==> src/rtl/tmr_oc_pkg.sv <==
package tmr_oc_pkg;

  typedef enum logic [2:0] {
    OC_HOLD     = 3'd0,
    OC_SET_EQ   = 3'd1,
    OC_CLR_EQ   = 3'd2,
    OC_TOGGLE   = 3'd3,
    OC_FORCE_LO = 3'd4,
    OC_FORCE_HI = 3'd5,
    OC_PWM_A    = 3'd6,
    OC_PWM_B    = 3'd7
  } oc_mode_e;

  localparam int OC_MODE_W = 3;

endpackage

==> src/rtl/tmr_oc_cmpreg.sv <==
module tmr_oc_cmpreg #(
  parameter int CNT_W = 16
) (
  input  logic             clk,
  input  logic             rst,
  input  logic             wr,
  input  logic [CNT_W-1:0] wdata,
  input  logic             preload,
  input  logic             update,
  output logic [CNT_W-1:0] cmp_act
);

  logic [CNT_W-1:0] act_q;
  logic [CNT_W-1:0] shd_q;

  always_ff @(posedge clk) begin
    if (rst) begin
      act_q <= '0;
      shd_q <= '0;
    end else begin
      if (wr) begin
        shd_q <= wdata;
      end
      if (wr && !preload) begin
        act_q <= wdata;
      end else if (update && preload) begin
        act_q <= shd_q;
      end
    end
  end

  assign cmp_act = act_q;

endmodule

==> src/rtl/tmr_oc_refgen.sv <==
module tmr_oc_refgen
  import tmr_oc_pkg::*;
#(
  parameter int CNT_W = 16
) (
  input  logic             clk,
  input  logic             rst,
  input  logic [CNT_W-1:0] cnt,
  input  logic [CNT_W-1:0] cmp,
  input  logic             dir_down,
  input  oc_mode_e         mode,
  output logic             eq,
  output logic             ref_d,
  output logic             ref_q
);

  logic below;
  logic above;
  logic pwm_lvl;

  assign eq    = (cnt == cmp);
  assign below = (cnt < cmp);
  assign above = (cnt > cmp);

  // Upcount: active while below. Downcount: inactive while above.
  assign pwm_lvl = dir_down ? !above : below;

  always_comb begin
    ref_d = ref_q;
    unique case (mode)
      OC_HOLD:     ref_d = ref_q;
      OC_SET_EQ:   ref_d = eq ? 1'b1 : ref_q;
      OC_CLR_EQ:   ref_d = eq ? 1'b0 : ref_q;
      OC_TOGGLE:   ref_d = eq ? !ref_q : ref_q;
      OC_FORCE_LO: ref_d = 1'b0;
      OC_FORCE_HI: ref_d = 1'b1;
      OC_PWM_A:    ref_d = pwm_lvl;
      OC_PWM_B:    ref_d = !pwm_lvl;
      default:     ref_d = ref_q;
    endcase
  end

  always_ff @(posedge clk) begin
    if (rst) begin
      ref_q <= 1'b0;
    end else begin
      ref_q <= ref_d;
    end
  end

endmodule

==> src/rtl/tmr_oc_outstage.sv <==
module tmr_oc_outstage (
  input  logic clk,
  input  logic rst,
  input  logic ref_d,
  input  logic pol_inv,
  input  logic chan_en,
  input  logic eq,
  input  logic clr,
  output logic pin_q,
  output logic flag_q
);

  always_ff @(posedge clk) begin
    if (rst) begin
      pin_q  <= 1'b0;
      flag_q <= 1'b0;
    end else begin
      pin_q <= chan_en ? (ref_d ^ pol_inv) : pol_inv;
      if (eq) begin
        flag_q <= 1'b1;
      end else if (clr) begin
        flag_q <= 1'b0;
      end
    end
  end

endmodule

==> src/rtl/tmr_oc_channel.sv <==
module tmr_oc_channel
  import tmr_oc_pkg::*;
#(
  parameter int CNT_W = 16
) (
  input  logic                 clk,
  input  logic                 rst,
  input  logic [CNT_W-1:0]     cnt_i,
  input  logic                 dir_down_i,
  input  logic                 update_i,
  input  logic                 cmp_wr_i,
  input  logic [CNT_W-1:0]     cmp_wdata_i,
  input  logic                 preload_en_i,
  input  logic [OC_MODE_W-1:0] mode_i,
  input  logic                 pol_inv_i,
  input  logic                 chan_en_i,
  input  logic                 match_clr_i,
  output logic                 pin_o,
  output logic                 ref_o,
  output logic                 match_flag_o
);

  logic [CNT_W-1:0] cmp_act;
  logic             eq;
  logic             ref_d;
  oc_mode_e         mode;

  assign mode = oc_mode_e'(mode_i);

  tmr_oc_cmpreg #(.CNT_W(CNT_W)) u_cmp (
    .clk     (clk),
    .rst     (rst),
    .wr      (cmp_wr_i),
    .wdata   (cmp_wdata_i),
    .preload (preload_en_i),
    .update  (update_i),
    .cmp_act (cmp_act)
  );

  tmr_oc_refgen #(.CNT_W(CNT_W)) u_ref (
    .clk      (clk),
    .rst      (rst),
    .cnt      (cnt_i),
    .cmp      (cmp_act),
    .dir_down (dir_down_i),
    .mode     (mode),
    .eq       (eq),
    .ref_d    (ref_d),
    .ref_q    (ref_o)
  );

  tmr_oc_outstage u_out (
    .clk     (clk),
    .rst     (rst),
    .ref_d   (ref_d),
    .pol_inv (pol_inv_i),
    .chan_en (chan_en_i),
    .eq      (eq),
    .clr     (match_clr_i),
    .pin_q   (pin_o),
    .flag_q  (match_flag_o)
  );

endmodule

==> config.mk <==
export PLATFORM = sky130hd
export DESIGN_NAME = tmr_oc_channel
export DESIGN_NICKNAME = d
export VERILOG_FILES = /design/src/rtl/tmr_oc_pkg.sv /design/src/rtl/tmr_oc_cmpreg.sv /design/src/rtl/tmr_oc_refgen.sv /design/src/rtl/tmr_oc_outstage.sv /design/src/rtl/tmr_oc_channel.sv
export SDC_FILE = /design/constraint.sdc
export NUM_CORES = 1
export LEC_CHECK = 0
export BUFFER_PORTS_ARGS = -buffer_cell sky130_fd_sc_hd__buf_2
export CAP_MARGIN = 15
export CORE_MARGIN = 2
export CORE_UTILIZATION = 54
export DETAILED_ROUTE_END_ITERATION = 7
export HOLD_SLACK_MARGIN = 0.15
export MAX_ROUTING_LAYER = met4
export PLACE_DENSITY = 0.79
export SKIP_CTS_REPAIR_TIMING = 1
export SYNTH_ARGS = -nofsm -noshare
export SYNTH_HDL_FRONTEND = slang
export SYNTH_HIERARCHICAL = 1
export SYNTH_SLANG_ARGS = --single-unit
==> constraint.sdc <==
create_clock -name clk -period 2.8 [get_ports clk]
set_input_delay 0.14 -clock clk [delete_from_list [all_inputs] [get_ports clk]]
set_output_delay 0.14 -clock clk [all_outputs]
set_load 0.01 [all_outputs]
==> results by group <==
Global routing
  • Largest net degree at the start of global routing: 34
  • Gr usage total: 20.6%
  • Number of global-route vias before repair: 1,450
  • Initial antenna violation count: 0
  • Overflow after GRT: 0
  • First-pass GRT wire length: 6690 um

Floorplanning
  • Die Y-Extent: 67.1 um
  • Effective utilization at floorplan: 57.4%
  • Die area: 4500 sq um
  • Ports: 47
  • Core footprint: 3740 sq um
  • Die W: 67.1 um
  • # rows: 22

Power and ir drop
  • P_leak: 1.22 nW
  • Worst VDD drop: 0.000293 V
  • Pwr per Cell Area: 448 nW/um^2

Setup path
  • Worst EP arrival: 2.70 ns
  • Critical path fanouts, max: 4
  • CP required: 3.02 ns
  • CP Class: flip-flop to flip-flop
  • Setup crit start kind: flip-flop
  • Critical path capture point type: flip-flop
  • FF-to-FF path depth: 12

Detailed routing
  • First-pass iteration count of the detailed router: 5
  • DRT Wirelength: 4460 um
  • DR vias: 1,781
  • Detailed router's first-iteration violation count: 38
  • Via density: 5.25
  • Residual DRC: 0
  • Antenna Nets Post-Route: 0
  • Wire length per cell: 13.2 um

Synth
  • Yosys warns: 6
  • Netlist Area Pre-Place: 2150 sq um
  • Post-synth net total: 287
  • Syn Inst Count: 225
  • Register area share after synthesis: 32.6%
  • Mean Syn Cell Area: 9.54 sq um
  • Yosys reg bits: 35
  • Count of different cell masters after synthesis: 36

Layout
  • Layout cell share with drive strength beyond 1: 25.4%
  • Area grow syn2layout: 25.3%
  • Nets: 352
  • Fillers: 295
  • Inserted Diodes: 0
  • End-of-flow core utilization: 71.9%
  • Commonest cells after routing, fill and taps aside: buf_2, inv_1, dfxtp_1, nor2_1, dlygate4sd3_1
  • Most common cell after layout, fill and taps aside: buf_2

Timing
  • Hold WS: 0.255 ns
  • Setup Skew: 0.00586 ns
  • Final period util: 88.5%
  • Relative slew margins: 65.4%
  • Final Max Tran Viols: 0
  • Setup violations, final: 0
  • Unrepaired setup endpoints after global routing: no
  • Fmax: 0.403 GHz
  • Setup TNS: 0 ns
  • Final Hold Vio Count: 0
  • Worst-margin pin slew: 0.519 ns
  • Tmin final: 2.48 ns

CTS
  • TritonCTS clock tree: done
  • Clock sinks: 35
  • Clock-pin transition on the worst setup and hold timing paths: 0.07 ns
  • CTS root buffer: clkbuf_8
  • Clock buffer depth: 2
  • Clock Latency Late Sink: 0.29 ns
  • H-tree depth: 2
  • Total CTS buffers: 5

Placed design
  • Post-detail-place hpwl: 3120 um
  • I/O Buffers: 46
  • Placer Congestion: 0.751

Hold path
  • Tightest Hold Check Type: input port to flip-flop
  • Hold Crit Depth: 3

Run status
  • Status: finished, final reports clean

Run
  • Max-cap violations: 0
## per-stage QoR
stage	std cells	power, W	setup slack [ns]	area (sq um)
finish	339	0.00121	0.321	2690
global placement	312	0.000824	0.443	2420
global route	339	0.00127	0.0409	2690
floorplan	225	0.000749	0.544	2150
detailed placement	312	0.000834	0.311	2420
CTS	320	0.00119	0.290	2500
## layer usage
layer | routed length [um] | global-route usage (%) | part of all wire (%) | up-vias
met5 | 0 | - | 0 | -
met4 | 34 | 6.38 | 0.76 | 0
met3 | 182 | 6.76 | 4.1 | 4
met1 | 2150 | 26.8 | 48 | 820
met2 | 2100 | 30.3 | 47 | 37
li1 | - | - | - | 920
## flip-flops by register name (all words and copies together), names as in the netlist
signal         flops
u_cmp/cmp_act     16
u_cmp/shd_q       16
u_out/flag_q       1
u_out/pin_q        1
u_ref/ref_q        1
## worst paths after layout
kind,start,to,slack [ns]
setup / recovery,u_cmp/cmp_act[14]$_SDFFE_PP0P_,u_out/pin_q$_SDFF_PP0_,0.32
hold / removal,dir_down_i,u_ref/ref_q$_SDFF_PP0_,0.25
setup reg to reg,u_cmp/cmp_act[14]$_SDFFE_PP0P_,u_out/pin_q$_SDFF_PP0_,0.32
hold reg to reg,u_cmp/cmp_act[15]$_SDFFE_PP0P_,u_cmp/cmp_act[15]$_SDFFE_PP0P_,0.47
## power breakdown
| group | leakage (nW) | switching [W] | internal [W] |
|---|---|---|---|
| sequential | 0.290 | 0.0000182 | 0.000535 |
| clock | 0.0412 | 0.000187 | 0.000174 |
| combinational | 0.888 | 0.000146 | 0.000146 |
| total | 1.22 | 0.000351 | 0.000854 |
## final cells by class
cell class	count	area (sq um)	share of cell area, %
inverter	36	135	5.02
tap	48	60.1	2.23
clock inverter	2	12.5	0.465
clock buffer	6	72.6	2.70
sequential	35	701	26.0
multi-input combinational	143	1260	46.8
timing repair buffer	69	450	16.7
## cells by family after synthesis
| family | share of synthesized area, % |
|---|---|
| and+or+nand+nor | 20.6 |
| buffers and inverters | 8.86 |
| AOI/OAI and AO/OA | 17.5 |
| DFF | 32.6 |
| muxes | 9.56 |
| adders and majority gates | 10.5 |
| xor gates and xnor gates | 0.408 |
## worst max-delay path, stage by stage, from the launching register on
cell and delay [ns]:
dfxtp_1 0.32, inv_1 0.05, ha_1 0.33, nand4_1 0.12, nor3_2 0.23, nand4_2 0.16
ha_1 0.31, mux2i_1 0.13, a21oi_1 0.09, o21ai_0 0.23, mux2i_1 0.14, a21bo_1 0.21
a21oi_2 0.10
## cell usage after synthesis (all sizes together)
library cell   n  area, sq um
a211oi         1         7.51
nand2          5         18.8
a21bo          1         10.0
clkinv         1         3.75
nand4          3         25.0
a2111oi       16          253
a221oi         1         8.76
clkbuf         5         18.8
o22ai          1         6.26
nand3          1         5.00
o21ai          3         15.0
ha            18          225
buf            6         36.3
and3b         17          149
nor2          21         78.8
o221ai         1         8.76
xnor2          1         8.76
inv           35          131
mux2           1         15.0
nor3           2         15.0
and4           1         10.0
nand3b         1         7.51
mux2i         19          190
a21oi         10         53.8
nor3b         16          120
nand2b         2         12.5
a22oi          1         12.5
dfxtp         35          701
Power figures use the tool's default switching activity.
